$ cat config.mk
export PLATFORM = sky130hd
export DESIGN_NAME = spi_retry_master
export DESIGN_NICKNAME = d
export VERILOG_FILES = /design/src/rtl/spi_retry_master.sv
export SDC_FILE = /design/constraint.sdc
export NUM_CORES = 1
export LEC_CHECK = 0
export ABC_AREA = 1
export BUFFER_PORTS_ARGS = -buffer_cell sky130_fd_sc_hd__buf_2
export CAP_MARGIN = 0
export CELL_PAD_IN_SITES_DETAIL_PLACEMENT = 0
export CELL_PAD_IN_SITES_GLOBAL_PLACEMENT = 1
export CORE_ASPECT_RATIO = 0.5
export CORE_UTILIZATION = 25
export DETAILED_ROUTE_END_ITERATION = 7
export GPL_ROUTABILITY_DRIVEN = 0
export PLACE_DENSITY_LB_ADDON = 0.15
export SKIP_CTS_REPAIR_TIMING = 1
export SYNTH_ARGS = -nofsm -noshare
export SYNTH_HDL_FRONTEND = slang
export SYNTH_SLANG_ARGS = --single-unit
$ cat constraint.sdc
create_clock -name clk -period 2.9 [get_ports clk]
set_clock_uncertainty 0.2 [all_clocks]
set_input_delay 0 -clock clk [delete_from_list [all_inputs] [get_ports clk]]
set_output_delay 0 -clock clk [all_outputs]
set_load 0.01 [all_outputs]
$ cat src/rtl/spi_retry_master.sv
module spi_retry_master #(
  parameter int DIVW = 8,
  parameter int RETW = 4
) (
  input  logic            clk,
  input  logic            rst_n,
  input  logic [DIVW-1:0] clk_div,
  input  logic [RETW-1:0] retry_max,
  input  logic            req_valid,
  output logic            req_ready,
  input  logic            req_read,
  input  logic [7:0]      req_wdata,
  output logic            done,
  output logic            done_err,
  output logic [7:0]      rd_data,
  output logic            sclk,
  output logic            cs_n,
  output logic            sdi,
  input  logic            sdo
);
  localparam logic [3:0] DATA_FIRST = 4'd3;
  localparam logic [3:0] DATA_LAST  = 4'd10;
  localparam logic [3:0] STAT_BIT   = 4'd11;
  localparam logic [3:0] CLOSE_BIT  = 4'd12;
  localparam logic [3:0] GAP_BIT    = 4'd13;

  logic            busy, is_rd, stat;
  logic [7:0]      wbyte, rxsh;
  logic [3:0]      cnt;
  logic [DIVW-1:0] divc;
  logic [RETW-1:0] retries;
  logic            tick;

  assign req_ready = !busy;
  assign tick      = busy && (divc == clk_div);

  function automatic logic bit_for(input logic [3:0] n, input logic rd, input logic [7:0] b);
    if (n == 4'd1) return rd;
    if (n == 4'd2) return 1'b0;
    if (n >= DATA_FIRST && n <= DATA_LAST) return b[3'(DATA_LAST - n)];
    return 1'b1;
  endfunction

  always_ff @(posedge clk) begin
    if (!rst_n) begin
      busy <= 1'b0; is_rd <= 1'b0; stat <= 1'b0;
      wbyte <= '0; rxsh <= '0; rd_data <= '0;
      cnt <= '0; divc <= '0; retries <= '0;
      sclk <= 1'b0; cs_n <= 1'b1; sdi <= 1'b1;
      done <= 1'b0; done_err <= 1'b0;
    end else begin
      done <= 1'b0;
      done_err <= 1'b0;
      if (!busy) begin
        if (req_valid) begin
          busy <= 1'b1; is_rd <= req_read; wbyte <= req_wdata;
          cnt <= '0; divc <= '0; retries <= '0;
          cs_n <= 1'b0; sdi <= 1'b1; sclk <= 1'b0;
        end
      end else if (!tick) begin
        divc <= divc + 1'b1;
      end else begin
        divc <= '0;
        if (!sclk) begin
          sclk <= 1'b1;
        end else begin
          sclk <= 1'b0;
          if (cnt >= DATA_FIRST && cnt <= DATA_LAST) rxsh <= {rxsh[6:0], sdo};
          if (cnt == STAT_BIT) stat <= sdo;
          if (cnt == CLOSE_BIT) begin
            cs_n <= 1'b1; sdi <= 1'b1; cnt <= GAP_BIT;
          end else if (cnt == GAP_BIT) begin
            if (!stat) begin
              busy <= 1'b0; done <= 1'b1;
              if (is_rd) rd_data <= rxsh;
            end else if (retry_max != '0 && retries == retry_max) begin
              busy <= 1'b0; done <= 1'b1; done_err <= 1'b1;
            end else begin
              retries <= retries + 1'b1;
              cnt <= '0; cs_n <= 1'b0; sdi <= 1'b1;
            end
          end else begin
            cnt <= cnt + 4'd1;
            sdi <= bit_for(cnt + 4'd1, is_rd, wbyte);
          end
        end
      end
    end
  end
endmodule

# Yosys cells after proc, flatten, opt, wreduce, memory -nomap -nowiden

Index checks and enable logic that the tools add are counted.

$add $sub $neg: 4
Multiply operators: 0
Div/mod/pow operators: 0
Magnitude comparators: 5
Equal/unequal tests: 18
Shifts and indexed selects: 0
Mux-type cells: 79
Bitwise operators: 7
Reductions and logical operators: 17

Operators by type and width:

| kind                  | number |
|---|---|
| $mux W1               | 60 |
| $mux W4               | 15 |
| $mux W8               | 3 |
| $reduce_and A7 Y1     | 2 |
| $eq A4 B4 Y1 const B  | 3 |
| $add A4 B1 Y4 const B | 2 |
| $add A8 B1 Y8 const B | 1 |
| $eq A8 B8 Y1          | 1 |
| $ge A4 B2 Y1 const B  | 2 |
| $le A4 B4 Y1 const B  | 2 |
| $ne A4 B4 Y1 const B  | 2 |
| $reduce_and A4 Y1     | 2 |
| $not A1 Y1            | 7 |
| $reduce_or A7 Y1      | 1 |
| $ne A2 B1 Y1 const B  | 3 |
| $ne A2 B2 Y1 const B  | 3 |
| $ne A3 B1 Y1 const B  | 2 |
| $reduce_and A6 Y1     | 1 |
| $reduce_or A6 Y1      | 1 |
| $reduce_and A5 Y1     | 1 |
| $eq A4 B1 Y1 const B  | 1 |
| $eq A4 B2 Y1 const B  | 1 |
| $eq A4 B4 Y1          | 1 |
| $logic_and A1 B1 Y1   | 4 |
| 8 further kinds       | 9 |

Register bits: 48
Latch bits: 0
RAM bits: 0
Memory bits (read-only): 0
Input port bits: 25
Logic and storage cells: 144
Memories kept: 0

# Logic depth before layout (Yosys ltp)

Word-level depth: 32
Mapped depth: 12

# Worst setup path before layout

OpenSTA, ideal clock, no wires.

Path type: register to register
From: reg cnt[0]
To: reg retries[2]
Setup time: 0.132 ns
Data arrival time: 1.495 ns
Path slack: 1.072 ns
Cell stages (with the launch flop): 11
Buffers on the path: 0
Period minus slack after synthesis: 1.828 ns
Cell sequence: dfxtp_1 > inv_1 > ha_1 > nand3_1 > inv_1 > nand2_1 > nand2_1 > nor2_1 > nand3_2 > nand2_1 > a21oi_1

Cells in the longest elaborated chain, start to end: 3
Elaborated cells between the ends (all ways): 5
Those cells by class: eq/ne: 4; reduce/logical: 1

Ends and longest elaborated chain:

| what                                                                 | line   | source |
|---|---|---|
| from (decl)                                                          | 29     | `logic [3:0] cnt;` |
| from (signal assigned)                                               | 83     | `cnt <= cnt + 4'd1;` |
| $eq A4 B4 Y1 (on tied branches)                                      | 72, 70 |  |
| $ne A2 B1 Y1 (no source line) / $ne A2 B2 Y1 (equally long branches) | --     |  |
| $reduce_and A7 Y1 (no source line) *                                 | --     |  |
| to (signal assigned)                                                 | 79     | `retries <= retries + 1'b1;` |
| to (decl)                                                            | 31     | `logic [RETW-1:0] retries;` |

Every way passes the cells marked *; elsewhere a longest branch is shown, timed or not.
A chain may end at the register's enable or synchronous reset.

# Final worst setup path

From: reg busy
To: reg sdi

Cells in the longest elaborated chain, start to end: 3
Elaborated cells between the ends (all ways): 8
Those cells by class: eq/ne: 4; mux: 1; reduce/logical: 3

Ends and longest elaborated chain:

| what                               | line | source |
|---|---|---|
| from (decl)                        | 27   | `logic busy, is_rd, stat;` |
| from (signal assigned)             | 46   | `busy <= 1'b0; is_rd <= 1'b0; stat <= 1'b0;` |
| from (signal assigned)             | 56   | `busy <= 1'b1; is_rd <= req_read; wbyte <= req_wdata;` |
| from (signal assigned)             | 74   | `busy <= 1'b0; done <= 1'b1;` |
| $logic_and A1 B1 Y1                | 35   | `assign tick = busy && (divc == clk_div);` |
| $ne A2 B1 Y1 (no source line)      | --   |  |
| $reduce_and A5 Y1 (no source line) | --   |  |
| to (signal assigned)               | 84   | `sdi <= bit_for(cnt + 4'd1, is_rd, wbyte);` |
| to (decl)                          | 18   | `output logic sdi,` |

Parallel ways exist; a longest one is shown, timed or not.

==> metrics <==
status complete, no violations; min Tclk post-route 2.31 ns; antenna violations before repair 0; leading cell type in the layout, fill and taps excluded nand2_1; Relative slew margins 0.612; synthesized-area fraction occupied by adder cells 0.0393; delay of the slowest cell on the worst path 0.57 ns; maxcap violations 0; Setup-failing EPs final 0; deepest clock path buffer count 2; finished layout cell area 3100 µm²; Placed Cells incl. Taps 544; Ports 39; WHS Path Cells 3; Die X 145 µm; DR iter-0 viols 137; grt total ovfl 0; setup TNS 0 ns; Simple-Gate Fraction of Synth Area 0.333; CP max FO 12; critical path arrival 2.28 ns; Synthesis Warnings 0; Cell variety after synth 30; Synth Area in Compound Gates 0.112; R2R Setup Slk 0.59 ns; Synth Area in XOR/XNOR 0.0344; share of the synthesized area in the top cell type 0.377; share of cells above drive strength 1 0.140; CP startpoint kind flop; die area 10600 µm²; cell chosen for the clock root clkbuf_16; CP endpoint kind flop; IO Port Bufs 38; CTS tree built; Vias 2359; Placement Rows 25; average instance area after synthesis 6.69 µm²; NumNets Final 460; dpl hpwl 4.58 mm; RR Startpoint busy; TritonCTS buffer count 5; total core area 9670 µm²; Worst R2R End sdi; post-synth top area cell dfxtp_1; ant diodes 0; area delta synth->final 21.7%; synthesized cell area 2550 µm²; Setup Crit Path Kind flop to flop; most frequent cells in the layout nand2_1, nor2_1, inv_1, dfxtp_1, buf_2; cells after synthesis 381; largest family of logic cells by synthesized area simple AND/OR/NAND/NOR gates; largest net degree at the start of global routing 39; Total GRT Usage 0.129; Top cell by count, worst path nand2_1; PD cells 472 nW/µm²; Routed WL per cell 11.1 µm; Die H 73.4 µm; Slew Limit Fails 0; f_max 433 MHz; 1st-pass router iterations 4; vias per std cell 4.19; Worst Hold End sdi; Synth Register Bits 48; worst min-delay path startpoint rst_n; DRC 0; Num Clock Sinks 48; RSZ-0062 raised after global routing false; Final ANT Viol Nets 0; cell count of the worst reg-to-reg path 7; final worst-path cycle share 0.796; H-tree levels 2; vias in the first global route 2107; register area share after synthesis 0.377; Placed Area 2850 µm²; slowest CP cell dfxtp_1; CP Data Required Time 2.87 ns; worst min path class primary input to flop; multiplexer area fraction after synthesis 0; Least-Margin Pin Slew 0.579 ns; syn nets 414; Initial Util 0.264; Non-Filler Instances 563; Pleak 0.00143 µW; first-pass GRT wire length 10.4 mm; Max VDD drop 137 µV; Synth area leaders dfxtp_1, nand2_1, nor2_1; cells along the critical path inv_1 > nand2_1 > nand2_1 > nand2_1 > inv_2 > nand2_1 > nand3_1; later-pin clock latency in the skew report 0.29 ns; final WL 6.26 mm; Clock transition at path regs 0.07 ns; Final Hold Viols 0
==> cell type report <==
class / count / area [µm²]
clock buffer: 5 / 125
tap: 135 / 169
inverter: 52 / 198
multi-input combinational: 270 / 1320
fill: 1068 / 6560
sequential: 48 / 961
timing repair buffer: 50 / 308
clock inverter: 3 / 18.8
==> sequential cells by signal (all words and copies together) (netlist names) <==
signal / flops
cs_n: 1
stat: 1
rd_data: 8
sdi: 1
done_err: 1
retries: 4
busy: 1
sclk: 1
is_rd: 1
rxsh: 8
wbyte: 8
divc: 8
cnt: 4
done: 1
==> worst max-delay path by stage <==
| stage | from | end | depth (start not counted) |
|---|---|---|---|
| 2_1_floorplan | cnt[0] | retries[2] | 10 |
| 3_3_place_gp | busy | cnt[0] | 7 |
| 3_5_place_dp | busy | sdi | 7 |
| 4_1_cts | busy | sdi | 7 |
| 5_1_grt | busy | cnt[2] | 7 |
| 6_report | busy | sdi | 7 |
==> through the flow <==
step | setup slack, ns | utilization | hold WS [ns] | power (µW)
3_5_place_dp | 0.523 | 0.295 | 0.0623 | 892
3_3_place_gp | 0.517 | 0.295 | 0.0495 | 892
4_1_cts | 0.509 | 0.310 | -0.247 | 1480
6_report | 0.592 | 0.321 | 0.00650 | 1470
5_1_grt | 0.276 | 0.321 | 0.0147 | 1560
2_1_floorplan | 1.07 | - | -0.0621 | 836
==> critical path: cells and delay by family (launching register included) <==
kind | cells | cell delay (ns)
buffers and inverters | 2 | 0.31
DFF | 1 | 0.57
and+or+nand+nor | 5 | 1.11
==> cells in the mapped netlist (all sizes together) <==
| cell | instances |
|---|---|
| nand2 | 97 |
| nor2 | 62 |
| inv | 52 |
| dfxtp | 48 |
| o21ai | 29 |
| a21oi | 23 |
| nand3 | 23 |
| ha | 8 |
| clkbuf | 6 |
| nand4 | 6 |
| xnor2 | 6 |
| buf | 5 |
| xor2 | 4 |
| nand3b | 3 |
| nor3 | 2 |
| nor4 | 2 |
| a211oi | 1 |
| nor3b | 1 |
| o211a | 1 |
| o31ai | 1 |
| or2 | 1 |
==> logic make-up after synthesis <==
| group | after synthesis |
|---|---|
| adder cells (fa/ha/maj) | 8 |
| flip-flops | 48 |
| AO/OA/AOI/OAI | 55 |
| buffers and inverters | 63 |
| XOR/XNOR | 10 |
| AND/OR/NAND/NOR | 197 |
==> metal layers <==
layer  track usage  vias up  part of all wire
met5             0        -                 0
met4        0.0433        0            0.0088
met3        0.0365        4             0.042
met2         0.181       37              0.38
met1         0.187     1033              0.57
li1              -     1285                 -
==> report_power, final <==
part | internal, µW | switching (µW) | leakage (µW) | total [µW]
combinational | 74.2 | 110 | 0.000961 | 184
clock | 318 | 260 | 0.0000736 | 578
sequential | 680 | 23.1 | 0.000391 | 703
Note: power is estimated with default switching activity, not from simulation.
